<file path="src/rtl/cmt_pkg.sv">
// Shared definitions for the compare-match timer pair.
// Assumes: tick source codes are fixed by the port encoding in the brief.
package cmt_pkg;
    typedef enum logic [1:0] {
        SRC_DIV_LO  = 2'd0,
        SRC_DIV_MID = 2'd1,
        SRC_DIV_HI  = 2'd2,
        SRC_EVENT   = 2'd3
    } cmt_src_e;
endpackage

</file>
<file path="src/rtl/cmt_prescaler.sv">
// Free-running prescaler giving three tick taps of the system clock.
// Assumes: every divisor is a power of two and DIV_LO <= DIV_MID <= DIV_HI.
module cmt_prescaler #(
    parameter int DIV_LO  = 4,
    parameter int DIV_MID = 16,
    parameter int DIV_HI  = 64
) (
    input  logic clk,
    input  logic rst_n,
    output logic tick_lo,
    output logic tick_mid,
    output logic tick_hi
);
    localparam int PSW = $clog2(DIV_HI);
    localparam logic [PSW-1:0] M_LO  = PSW'(DIV_LO - 1);
    localparam logic [PSW-1:0] M_MID = PSW'(DIV_MID - 1);
    localparam logic [PSW-1:0] M_HI  = PSW'(DIV_HI - 1);

    logic [PSW-1:0] ps_q;

    // Cycle counter, wraps at DIV_HI.
    always_ff @(posedge clk) begin
        if (!rst_n) ps_q <= '0;
        else        ps_q <= ps_q + 1'b1;
    end

    // Tap decode: a tap fires when its low bits are all ones.
    always_comb begin
        tick_lo  = (ps_q & M_LO)  == M_LO;
        tick_mid = (ps_q & M_MID) == M_MID;
        tick_hi  = (ps_q & M_HI)  == M_HI;
    end

    // A slow tap can only fire together with the faster taps.
    assert_taps_nested_R1: assert property (@(posedge clk) disable iff (!rst_n)
        tick_hi |-> (tick_mid && tick_lo));
endmodule

</file>
<file path="src/rtl/cmt_edge_sync.sv">
// Two-flop synchroniser with falling-edge detect for an external event input.
// Assumes: the event input is asynchronous and stays low or high for at least two clocks.
module cmt_edge_sync (
    input  logic clk,
    input  logic rst_n,
    input  logic din,
    input  logic en,
    output logic fall
);
    logic [2:0] sh_q;

    // Shift the input through two synchroniser flops and one history flop.
    always_ff @(posedge clk) begin
        if (!rst_n) sh_q <= 3'b111;
        else        sh_q <= {sh_q[1:0], din};
    end

    // Falling edge, gated by the enable.
    always_comb fall = en & sh_q[2] & ~sh_q[1];

    // A detected edge never repeats in the next cycle.
    assert_fall_single_R5: assert property (@(posedge clk) disable iff (!rst_n)
        fall |=> !fall);
endmodule

</file>
<file path="src/rtl/cmt_channel.sv">
// One 8-bit counter byte with its data register.
// Assumes: the parent decides when a tick counts, whether it increments and whether it clears.
module cmt_channel #(
    parameter int W = 8
) (
    input  logic         clk,
    input  logic         rst_n,
    input  logic         run,
    input  logic         tick,
    input  logic         inc,
    input  logic         clr,
    input  logic         wr,
    input  logic [W-1:0] wr_data,
    output logic [W-1:0] cnt,
    output logic [W-1:0] dr
);
    // Counter: cleared while stopped, clears or increments on a tick.
    always_ff @(posedge clk) begin
        if (!rst_n || !run) cnt <= '0;
        else if (tick) begin
            if (clr)      cnt <= '0;
            else if (inc) cnt <= cnt + 1'b1;
        end
    end

    // Data register: loads only while stopped.
    always_ff @(posedge clk) begin
        if (!rst_n)         dr <= '0;
        else if (wr && !run) dr <= wr_data;
    end

    // Compare value is frozen while running.
    assert_dr_frozen_R4: assert property (@(posedge clk) disable iff (!rst_n)
        run |=> $stable(dr));
    // Stopping clears the count.
    assert_stop_clears_R3: assert property (@(posedge clk) disable iff (!rst_n)
        !run |=> (cnt == '0));
endmodule

</file>
<file path="src/rtl/cmt_outgen.sv">
// Interrupt pulse and toggle output for one timer.
// Assumes: fire is high for at most one cycle in a row.
module cmt_outgen (
    input  logic clk,
    input  logic rst_n,
    input  logic run,
    input  logic fire,
    input  logic pulse_en,
    output logic irq,
    output logic pulse
);
    // One-cycle interrupt after a match.
    always_ff @(posedge clk) begin
        if (!rst_n) irq <= 1'b0;
        else        irq <= run & fire;
    end

    // Toggle output: low when stopped or disabled, inverts on each match.
    always_ff @(posedge clk) begin
        if (!rst_n || !run || !pulse_en) pulse <= 1'b0;
        else if (fire)                   pulse <= ~pulse;
    end

    assert_irq_single_R2: assert property (@(posedge clk) disable iff (!rst_n)
        irq |=> !irq);
    assert_pulse_with_irq_R7: assert property (@(posedge clk) disable iff (!rst_n)
        $rose(pulse) |-> irq);
endmodule

</file>
<file path="src/rtl/cmt_timer_pair.sv">
// Two compare-match timers with prescaler, event inputs, toggle outputs and a 16-bit cascade.
// Assumes: a cascade change is made while both timers are stopped.
module cmt_timer_pair #(
    parameter int W       = 8,
    parameter int DIV_LO  = 4,
    parameter int DIV_MID = 16,
    parameter int DIV_HI  = 64
) (
    input  logic         clk,
    input  logic         rst_n,
    input  logic         wr_en,
    input  logic         wr_sel,
    input  logic [W-1:0] wr_data,
    input  logic         run_a,
    input  logic         run_b,
    input  logic         cascade,
    input  logic [1:0]   src_a,
    input  logic [1:0]   src_b,
    input  logic         pulse_en_a,
    input  logic         pulse_en_b,
    input  logic         evt_a,
    input  logic         evt_b,
    input  logic         evt_en_a,
    input  logic         evt_en_b,
    output logic [W-1:0] count_a,
    output logic [W-1:0] count_b,
    output logic         irq_a,
    output logic         irq_b,
    output logic         pulse_a,
    output logic         pulse_b
);
    import cmt_pkg::*;

    localparam int NCH = 2;
    localparam int W2  = 2 * W;

    logic tick_lo, tick_mid, tick_hi;
    logic [NCH-1:0] evt_in, evt_en, fall, tick_src, tick_eff;
    logic [NCH-1:0] run_eff, run_out, inc, clr, wr_hit, fire, pen, irq_v, pulse_v;
    logic [NCH-1:0] match_sep;
    logic [1:0]     src [NCH];
    logic [W-1:0]   cnt [NCH];
    logic [W-1:0]   dr  [NCH];
    logic [W2-1:0]  cnt16, dr16;
    logic           match16;

    cmt_prescaler #(.DIV_LO(DIV_LO), .DIV_MID(DIV_MID), .DIV_HI(DIV_HI)) i_ps (
        .clk(clk), .rst_n(rst_n),
        .tick_lo(tick_lo), .tick_mid(tick_mid), .tick_hi(tick_hi)
    );

    // Gather per-timer inputs into arrays.
    always_comb begin
        evt_in = {evt_b, evt_a};
        evt_en = {evt_en_b, evt_en_a};
        pen    = {pulse_en_b, pulse_en_a};
        src[0] = src_a;
        src[1] = src_b;
    end

    // Joined 16-bit compare.
    always_comb begin
        cnt16   = {cnt[1], cnt[0]};
        dr16    = {dr[1], dr[0]};
        match16 = (cnt16 + 1'b1) == dr16;
    end

    // Cascade routing: timer B follows timer A's run and tick.
    always_comb begin
        run_eff[0]  = run_a;
        run_eff[1]  = cascade ? run_a : run_b;
        run_out[0]  = run_a;
        run_out[1]  = run_b & ~cascade;
        tick_eff[0] = tick_src[0];
        tick_eff[1] = cascade ? tick_src[0] : tick_src[1];
        inc[0]      = 1'b1;
        inc[1]      = cascade ? (cnt[0] == {W{1'b1}}) : 1'b1;
        clr[0]      = cascade ? match16 : match_sep[0];
        clr[1]      = cascade ? match16 : match_sep[1];
        fire[0]     = tick_eff[0] & clr[0];
        fire[1]     = tick_eff[1] & clr[1] & ~cascade;
    end

    for (genvar i = 0; i < NCH; i++) begin : g_ch
        cmt_edge_sync i_sync (
            .clk(clk), .rst_n(rst_n), .din(evt_in[i]), .en(evt_en[i]), .fall(fall[i])
        );

        // Tick source select for this timer.
        always_comb begin
            unique case (cmt_src_e'(src[i]))
                SRC_DIV_LO:  tick_src[i] = tick_lo;
                SRC_DIV_MID: tick_src[i] = tick_mid;
                SRC_DIV_HI:  tick_src[i] = tick_hi;
                default:     tick_src[i] = fall[i];
            endcase
        end

        // Standalone match and write decode.
        always_comb begin
            match_sep[i] = W'(cnt[i] + 1'b1) == dr[i];
            wr_hit[i]    = wr_en & (wr_sel == 1'(i));
        end

        cmt_channel #(.W(W)) i_ch (
            .clk(clk), .rst_n(rst_n), .run(run_eff[i]), .tick(tick_eff[i]),
            .inc(inc[i]), .clr(clr[i]), .wr(wr_hit[i]), .wr_data(wr_data),
            .cnt(cnt[i]), .dr(dr[i])
        );

        cmt_outgen i_out (
            .clk(clk), .rst_n(rst_n), .run(run_out[i]), .fire(fire[i]),
            .pulse_en(pen[i]), .irq(irq_v[i]), .pulse(pulse_v[i])
        );
    end

    // Drive the output ports.
    always_comb begin
        count_a = cnt[0];
        count_b = cnt[1];
        irq_a   = irq_v[0];
        irq_b   = irq_v[1];
        pulse_a = pulse_v[0];
        pulse_b = pulse_v[1];
    end

    assert_cascade_quiet_R6: assert property (@(posedge clk) disable iff (!rst_n)
        cascade |=> !irq_b);
    assert_irq_at_zero_R2: assert property (@(posedge clk) disable iff (!rst_n)
        irq_a |-> (count_a == '0));
endmodule

</file>
<file path="config.mk">
export PLATFORM = sky130hd
export DESIGN_NAME = cmt_timer_pair
export DESIGN_NICKNAME = d
export VERILOG_FILES = /design/src/rtl/cmt_pkg.sv /design/src/rtl/cmt_prescaler.sv /design/src/rtl/cmt_edge_sync.sv /design/src/rtl/cmt_channel.sv /design/src/rtl/cmt_outgen.sv /design/src/rtl/cmt_timer_pair.sv
export SDC_FILE = /design/constraint.sdc
export NUM_CORES = 1
export LEC_CHECK = 0
export ABC_AREA = 1
export BUFFER_PORTS_ARGS = -buffer_cell sky130_fd_sc_hd__clkbuf_2
export CAP_MARGIN = 20
export CORE_UTILIZATION = 57
export CTS_CLUSTER_SIZE = 24
export DETAILED_ROUTE_END_ITERATION = 10
export PLACE_DENSITY = 0.86
export SLEW_MARGIN = 5
export SYNTH_ARGS = -nofsm -noshare
export SYNTH_HDL_FRONTEND = slang
export SYNTH_SLANG_ARGS = --single-unit
</file>
<file path="constraint.sdc">
create_clock -name clk -period 2.28 [get_ports clk]
set_clock_uncertainty 0.2 [all_clocks]
set_input_delay 0.228 -clock clk [delete_from_list [all_inputs] [get_ports clk]]
set_output_delay 0.228 -clock clk [all_outputs]
set_load 0.02 [all_outputs]
</file>
==> impl_metrics.toml, run 1 <==
[synth]
syn_inst = 435
async_flop_share = 0
synth_ff_type = "dfxtp_1"
synth.distinct_cells = 33
synth_area_leader_cell = "dfxtp_1"
syn_nets = 463
synth-edff-count = 0
ys.warnings.count = 0
synth_top_area_frac = 0.337
ys_seq_area_frac = 0.337
syn_area_um2 = 2850
syn_avg_cell_area_um2 = 6.55
synthTopCellsByArea = "dfxtp_1 (34%), nand2_1 (13%), inv_1 (7.8%)"
ys_seq_elements = 48

[die]
core_um2 = 4750
fp-row-count = 25
dieArea_um2 = 5280
die_y_um = 72.7
die_w_um = 72.7
initial_core_util = 0.599
num_io_pins = 45

[finish]
design_area_um2 = 3700
seq_area_um2 = 985
multiInputGateArea_um2 = 1760
antennaDiodeCount = 0
utilization = 0.777
layout-drive-gt1-share = 0.314
final_nets = 537
num-fill-cells = 332
syn_to_final_growth_pct = 29.8

[timing]
slew_violations = 0
worst_slew_pin_slew_ns = 0.646
setup_viol = 18
max_freq_mhz = 390
slew-limit-headroom = 0.568
final_hold_viol_count = 0
rsz0062_at_grt = "true"
finalCriticalPeriod_ns = 2.57
setup_tns_ns = -2.61
min_period_over_period = 1.13
setup_ws_ns = -0.286

[detailed_routing]
vias = 3270
via_per_inst = 5.67
drc_errors = 0
first_iter_violations = 372
wire_per_inst_um = 15.1
ant_nets = 0
drt_pass1_iterations = 5
finalWirelength_um = 8720

[global_route]
antenna_found_initial = 0
grt_pass1_wl_um = 12300
gr-total-overflow = 0
grt_pass1_vias = 2792
grt_start_max_net_pins = 24
grt_use_total = 0.300

[placement]
routabilityCongestion = 0.957
place_area_um2 = 3240
hpwl_um = 5420
numPortBuffers = 44

[critical_path]
cp_cell_sequence = "nand2_2 -> nor2_4 -> buf_6 -> nand3_2 -> nand3_1 -> nand2_1 -> nor2_1 -> nand2_1 -> nor2_2 -> nand3_2 -> nand3_2 -> nand2_4 -> buf_6 -> nand2_1 -> nand2_1 -> nor2_1"
critPathKind = "flip-flop to flip-flop"
endpoint_kind = "flip-flop"
required_ns = 2.32
cp-start-kind = "flip-flop"
arrival_ns = 2.61
worst_path_most_repeated_cell = "nand2_1"
critPathMaxFanout = 6
crit_slowest_cell = "dfxtp_4"
crit_path_max_incr_delay_ns = 0.41

[clock_tree]
clock_path_buffers = 2
clock_sinks = 48
cts.clk_slew.worst_paths_ns = 0.10
numCtsBuffers = 5
cts_tree = "done"
cts.root.buffer_cell = "clkbuf_8"
worstSkewPairLatency_ns = 0.32
htreeDepth = 2

[status]
violations = "setup timing"
status = "complete, but fails checks"

[power]
total_power_w = 0.00189
p_leak_nw = 1.71
vdd_drop_max_mv = 0.392
cellPowerDensity_nw_per_um2 = 512

[flow_run]
cap_violations = 0

[min_path]
hold_path_class = "input pin to flip-flop"
## area by class of cell
class                   count  share of cell area
flip-flops and latches     48               0.266
multi-input cells         315               0.476
clock inverters             2              0.0105
well taps                  67              0.0227
inverters                  62              0.0630
clock buffers               6              0.0223
repair buffers             77               0.139
## metal layers
| metal | vias to the layer above | global-route usage | routed length, µm |
|---|---|---|---|
| met4 | 0 | 0.139 | 366 |
| met1 | 1459 | 0.375 | 3260 |
| met5 | - | 0 | 0 |
| met3 | 45 | 0.0594 | 830 |
| met2 | 221 | 0.499 | 4260 |
| li1 | 1545 | - | - |
## timing repair
item	in CTS	in global routing
gates cloned	1	0
setup endpoints to repair	8	18
hold buffers	6	0
pin swaps	12	24
buffers inserted	1	7
endpoints found under the hold margin	5	0
resized for setup	22	45
## power breakdown
group / leakage (nW) / switching (W) / internal (W)
Sequential: 0.399 / 0.0000297 / 0.000870
Clock: 0.0614 / 0.000315 / 0.000359
Combinational: 1.25 / 0.000193 / 0.000126
Total: 1.71 / 0.000537 / 0.00136
## cells in the final DEF (no fill, tap or decap), types with 5 or more instances in the layout
master         count
a21oi_1           38
buf_4             21
buf_6              5
clkbuf_2          44
clkbuf_8           6
dfxtp_1           35
dfxtp_2           10
dlygate4sd3_1      6
inv_1             54
inv_2              7
nand2_1           90
nand2_2           17
nand2_4            5
nand3_1           24
nand3_2            7
nand4_1            9
nor2_1            37
nor2_2             8
nor2_4             7
nor3_1             9
o21ai_0           28
or2_2              5
xor2_1            10
## path summary, 6_finish.rpt
| kind | start | endpoint | slack [ns] | cells past startpoint |
|---|---|---|---|---|
| worst max-delay path | g_ch[0].i_ch.cnt[2] | g_ch[1].i_ch.cnt[4] | -0.29 | 16 |
| worst min-delay path | wr_data[5] | g_ch[0].i_ch.dr[5] | 0.004 | 3 |
| worst max register to register | g_ch[0].i_ch.cnt[2] | g_ch[1].i_ch.cnt[4] | -0.29 | 16 |
| worst min register to register | g_ch[0].i_sync.sh_q[0] | g_ch[0].i_sync.sh_q[1] | 0.22 | 1 |
## critical path, delay by kind of cell, from the launching register on
family / cells / cell delay, ns
and+or+nand+nor: 14 / 1.61
buffers and inverters: 2 / 0.28
DFF: 1 / 0.41
## state kept, by name, indices dropped and copies added (netlist names)
name              count
g_ch.i_ch.cnt        16
g_ch.i_sync.sh_q      6
i_ps.ps_q             6
g_ch.i_out.irq        2
g_ch.i_out.pulse      2
g_ch.i_ch.dr         16
## cells in the mapped netlist, types with 3 or more instances
library cell    n
nor2_4          5
ha_1            3
dfxtp_1        48
xor2_1         10
nor2_1         43
nor3_1          9
nand2_2         8
o21ai_0        29
clkbuf_1        6
a21oi_1        41
nand3_2         3
nand4_1         9
or2_2           5
nor2_2          4
nand2_1       102
inv_1          59
nand3_1        30
## metrics by stage
stage	hold WS (ns)	setup slack, ns	cells
6_report	0.00418	-0.286	577
5_1_grt	0.0443	-0.346	577
4_1_cts	0.00271	0.0109	570
3_5_place_dp	0.202	-0.0596	555
3_3_place_gp	0.200	0.0244	555
2_1_floorplan	0.135	0.0501	435
## kinds of logic after synthesis
family / Yosys count / share of synthesized area
AO/OA/AOI/OAI: 75 / 0.138
buffers and inverters: 72 / 0.101
AND/OR/NAND/NOR: 224 / 0.366
XOR/XNOR: 13 / 0.0453
adder cells (fa/ha/maj): 3 / 0.0132
flip-flops: 48 / 0.337
Note: power is estimated with default switching activity, not from simulation.
==> inputs of run 2 (changes only) <==
--- a/config.mk
+++ b/config.mk
@@ -14,2 +14,3 @@
 export PLACE_DENSITY = 0.86
+export RECOVER_POWER = 25
 export SLEW_MARGIN = 5
@@ -18 +19,2 @@
 export SYNTH_SLANG_ARGS = --single-unit
+export TNS_END_PERCENT = 30
==> constraint.sdc (replaced) <==
create_clock -name clk -period 2.28 [get_ports clk]
set_clock_uncertainty 0.2 [all_clocks]
set_input_delay 0 -clock clk [delete_from_list [all_inputs] [get_ports clk]]
set_output_delay 0 -clock clk [all_outputs]
set_load 0.02 [all_outputs]
==> impl_metrics.toml, run 2 (synthesized netlist as in run 1, its figures left out) <==
[status]
status = "complete, but fails checks"
violations = "setup timing"

[detailed_routing]
first_iter_violations = 424
wire_per_inst_um = 13.7
via_per_inst = 5.40
vias = 3153
finalWirelength_um = 7990
drt_pass1_iterations = 5
drc_errors = 0
ant_nets = 0

[clock_tree]
clock_path_buffers = 2
clock_sinks = 48
cts_tree = "done"
numCtsBuffers = 5
worstSkewPairLatency_ns = 0.32
htreeDepth = 2
cts.clk_slew.worst_paths_ns = 0.10
cts.root.buffer_cell = "clkbuf_8"

[global_route]
grt_start_max_net_pins = 24
use_met1 = 0.396
grt_use_total = 0.308
gr-total-overflow = 0
antenna_found_initial = 0
grt-busiest-layer = "met2"
grtUsageMet3 = 0.0414
grt_pass1_wl_um = 12500
grtUsageMet2 = 0.535
grt_pass1_vias = 2847

[die]
die_y_um = 72.7
core_um2 = 4750
num_io_pins = 45
initial_core_util = 0.599
die_w_um = 72.7
fp-row-count = 25
dieArea_um2 = 5280

[critical_path]
cp-start-kind = "flip-flop"
crit_path_max_incr_delay_ns = 0.34
required_ns = 2.33
critPathMaxFanout = 5
crit_slowest_cell = "dfxtp_2"
crit_buf_inv = 4
arrival_ns = 2.42
reg2reg_setup_slack_ns = -0.09
worst_path_most_repeated_cell = "nand2_1"
crit_family = "simple AND/OR/NAND/NOR gates"
cp_cell_sequence = "buf_6 -> ha_4 -> nand3_4 -> inv_2 -> nand2_2 -> nand2_1 -> nand2_1 -> nand2_1 -> nand2_1 -> inv_1 -> nand2_1 -> nor2_2 -> nand3_2 -> nand3_2 -> nand2_4 -> buf_6 -> nand2_1 -> nand2_1 -> nor2_1"
critPathKind = "flip-flop to flip-flop"
endpoint_kind = "flip-flop"

[timing]
setup_tns_ns = -0.461
hold_ws_ns = 0.0116
min_period_over_period = 1.04
setup_ws_ns = -0.0870
max_freq_mhz = 422
final_hold_viol_count = 0
finalCriticalPeriod_ns = 2.37
rsz0062_at_grt = "true"
slew-limit-headroom = 0.607
worst_slew_pin_slew_ns = 0.587
slew_violations = 0
setup_viol = 8

[finish]
final_nets = 544
final_cells = 584
design_area_um2 = 3690
layout_commonest_cell = "nand2_1"
antennaDiodeCount = 0
layout_common_cells = "nand2_1 (95), inv_1 (55), dfxtp_1 (41), a21oi_1 (39), clkbuf_2 (39)"
layout-drive-gt1-share = 0.261
largest_registers = "g_ch.i_ch.cnt (16), g_ch.i_ch.dr (16)"
syn_to_final_growth_pct = 29.5

[power]
switchingPower_w = 0.000531
netSwitchingFraction = 0.285
p_comb_frac = 0.170
p_int_w = 0.00133
vdd_drop_max_mv = 0.389
cellPowerDensity_nw_per_um2 = 505
seq_power_share = 0.482
pwr-share-clk = 0.347
p_leak_nw = 1.67

[placement]
routabilityCongestion = 0.941
hpwl_um = 5440
numPortBuffers = 44
place_area_um2 = 3230
dp_cells = 554

[flow_run]
cap_violations = 0

[min_path]
hold_path_class = "input pin to flip-flop"
## run 2: layer usage
metal / routed length, µm / vias to the layer above / part of all wire
met1: 3350 / 1438 / 0.42
met5: 0 / - / 0
met3: 491 / 23 / 0.061
met4: 213 / 0 / 0.027
li1: - / 1556 / -
met2: 3940 / 136 / 0.49
## run 2: layout make-up
class	count	area, µm²
Sequential cell	48	970
Clock inverter	3	46.3
Multi-Input combinational cell	315	1720
Fill cell	358	1070
Timing Repair Buffer	84	568
Tap cell	67	83.8
Inverter	62	233
Clock buffer	5	68.8
## run 2: stage by stage
stage / total power (W) / util / setup slack [ns]
after detailed placement: 0.00118 / 0.680 / -0.0643
after global routing: 0.00193 / 0.776 / -0.226
after floorplan: 0.00109 / - / 0.0501
after CTS: 0.00184 / 0.757 / 0.00412
after global placement: 0.00117 / 0.680 / 0.0245
final: 0.00186 / 0.776 / -0.0870
## run 2: tightest hold or removal path: stages
cell and delay [ns]:
clkbuf_2 0.11, nand2_1 0.30, nor2_1 0.08
## run 2: repair_timing
action	4_1_cts	5_1_grt
gates cloned	0	1
resized for setup	16	30
endpoints found under the setup margin	11	17
pin swaps	6	19
setup buffers	4	0
endpoints found under the hold margin	28	0
hold buffers	17	0
## run 2: power groups by stage
stage	Sequential, W	Clock, W	Combinational (W)
floorplan	0.000922	0	0.000165
detailed placement	0.000915	0	0.000261
global placement	0.000914	0	0.000254
finish	0.000899	0.000647	0.000318
global route	0.000903	0.000679	0.000349
CTS	0.000897	0.000648	0.000291
## run 2: final timing paths
| check | startpoint | end | cells past startpoint |
|---|---|---|---|
| min | run_a | g_ch[0].i_out.irq | 3 |
| min reg2reg | g_ch[1].i_sync.sh_q[0] | g_ch[1].i_sync.sh_q[1] | 1 |
| max | g_ch[0].i_ch.cnt[1] | g_ch[1].i_ch.cnt[2] | 19 |
| max reg2reg | g_ch[0].i_ch.cnt[1] | g_ch[1].i_ch.cnt[2] | 19 |
==> inputs of run 3 (changes only) <==
Settings changed: HOLD_SLACK_MARGIN from default to 0.15.
Clock period 2.28 ns to 2.65 ns, I/O delays scaled along.
==> impl_metrics.toml, run 3 (synthesized netlist as in run 1, its figures left out) <==
[global_route]
gr-total-overflow = 0
antenna_found_initial = 0
grt_use_total = 0.339
grt_start_max_net_pins = 24
grt_pass1_vias = 3160
grt_pass1_wl_um = 13700

[critical_path]
critPathLaunch = "run_b"
cp-start-kind = "input pin"
rr_endpoint = "g_ch[1].i_out.pulse"
required_ns = 2.65
critPathKind = "input pin to flip-flop"
critPathMaxFanout = 16
worstRegToRegCells = 11
endpoint_kind = "flip-flop"
arrival_ns = 2.55
reg2reg_setup_slack_ns = 0.18
reg2reg_from = "i_ps.ps_q[0]"
cp-endpoint = "g_ch[1].i_ch.dr[5]"

[clock_tree]
htreeDepth = 2
cts.clk_slew.worst_paths_ns = 0.09
clock_path_buffers = 2
cts.root.buffer_cell = "clkbuf_8"
clock_sinks = 48
cts_tree = "done"
worstSkewPairLatency_ns = 0.31
numCtsBuffers = 5
post-cts-setup-buffers = 0

[detailed_routing]
first_iter_violations = 337
drt_pass1_iterations = 5
wire_per_inst_um = 14.1
via_per_inst = 5.44
vias = 3220
finalWirelength_um = 8340
ant_nets = 0
drc_errors = 0

[timing]
finalCriticalPeriod_ns = 2.55
slew-limit-headroom = 0.568
worst_slew_pin_slew_ns = 0.645
final_hold_viol_count = 0
min_period_over_period = 0.962
setup_viol = 0
rsz0062_at_grt = "true"
slew_violations = 0
max_freq_mhz = 392

[finish]
layout_commonest_cell = "nand2_1"
utilization = 0.779
seq_area_um2 = 961
syn_to_final_growth_pct = 30.1
layout-drive-gt1-share = 0.162
design_area_um2 = 3710
layout_common_cells = "nand2_1 (102), inv_1 (58), dfxtp_1 (48), nor2_1 (42), dlygate4sd3_1 (42)"
multiInputGateArea_um2 = 1620
final_nets = 552
num-fill-cells = 368
antennaDiodeCount = 0
largest_registers = "g_ch.i_ch.cnt (16), g_ch.i_ch.dr (16)"

[die]
die_w_um = 72.7
num_io_pins = 45
die_y_um = 72.7
fp-row-count = 25
initial_core_util = 0.599
core_um2 = 4750
dieArea_um2 = 5280

[flow_run]
cap_violations = 0

[power]
p_leak_nw = 1.67
cellPowerDensity_nw_per_um2 = 460
vdd_drop_max_mv = 0.296

[min_path]
hold_path_class = "input pin to flip-flop"

[placement]
hpwl_um = 5160
routabilityCongestion = 0.932
place_area_um2 = 3140
numPortBuffers = 44

[status]
status = "completed"
==> run 3: cell count changes in the layout (fill, tap and decap cells not counted), moves of 4 or more <==
cell,before,now
clkbuf_2,39,31
dfxtp_1,41,48
buf_4,20,6
nand2_1,95,102
nor2_1,36,42
clkbuf_1,5,13
dfxtp_2,7,0
nand2_2,13,8
dlygate4sd3_1,17,42
nor2_2,9,5
==> run 3: worst min-delay path by stage <==
stage	cells after the start	end	start	slack, ns
3_3_place_gp	2	g_ch[1].i_sync.sh_q[0]	evt_b	-0.01
3_5_place_dp	2	g_ch[1].i_sync.sh_q[0]	evt_b	-0.009
6_report	5	g_ch[1].i_ch.cnt[6]	cascade	0.16
4_1_cts	5	g_ch[1].i_ch.cnt[1]	cascade	0.20
5_1_grt	5	g_ch[1].i_ch.cnt[1]	cascade	0.21
2_1_floorplan	1	g_ch[0].i_sync.sh_q[0]	evt_a	-0.09
==> run 3: power breakdown <==
group          switching [W]  internal [W]  total (W)
clock               0.000272      0.000380   0.000653
sequential         0.0000252      0.000750   0.000775
combinational       0.000155      0.000122   0.000277
==> run 3: through the flow <==
step | TNS (ns) | cells | setup slack [ns] | hold WS [ns] | power, W
floorplan | 0 | 435 | 0.420 | -0.0934 | 0.000935
global placement | 0 | 542 | 0.305 | -0.0131 | 0.000997
detailed placement | 0 | 542 | 0.269 | -0.00941 | 0.00100
CTS | 0 | 592 | 0.0461 | 0.198 | 0.00169
global route | -0.0577 | 592 | -0.0563 | 0.208 | 0.00177
finish | 0 | 592 | 0.101 | 0.160 | 0.00170
==> run 3: timing repair <==
item	4_1_cts	5_1_grt
hold buffers	42	0
gates resized for setup	0	10
hold endpoints to repair	43	0
endpoints found under the setup margin	0	14
==> run 3: per-layer routing <==
layer	routed length, µm	global-route usage	part of all wire	up-vias
li1	-	-	-	1574
met1	3360	0.378	0.40	1459
met2	4160	0.598	0.50	142
met3	448	0.0649	0.054	45
met4	367	0.203	0.044	0
met5	0	0	0	-
==> run 3: critical path, cell delays in order <==
cell,delay (ns)
dlygate4sd3_1,0.54
clkbuf_2,0.12
nand2_1,0.09
a21boi_2,0.22
nand3_1,0.09
dlygate4sd3_1,0.56
buf_4,0.19
o21ai_0,0.15
a21oi_1,0.05
dlygate4sd3_1,0.55
==> run 3: final cells by class <==
cell class                 count  area share
multi-input combinational    315       0.438
sequential                    48       0.259
timing repair buffer          92       0.181
inverter                      62      0.0628
tap                           67      0.0226
clock buffer                   5      0.0186
clock inverter                 3      0.0186
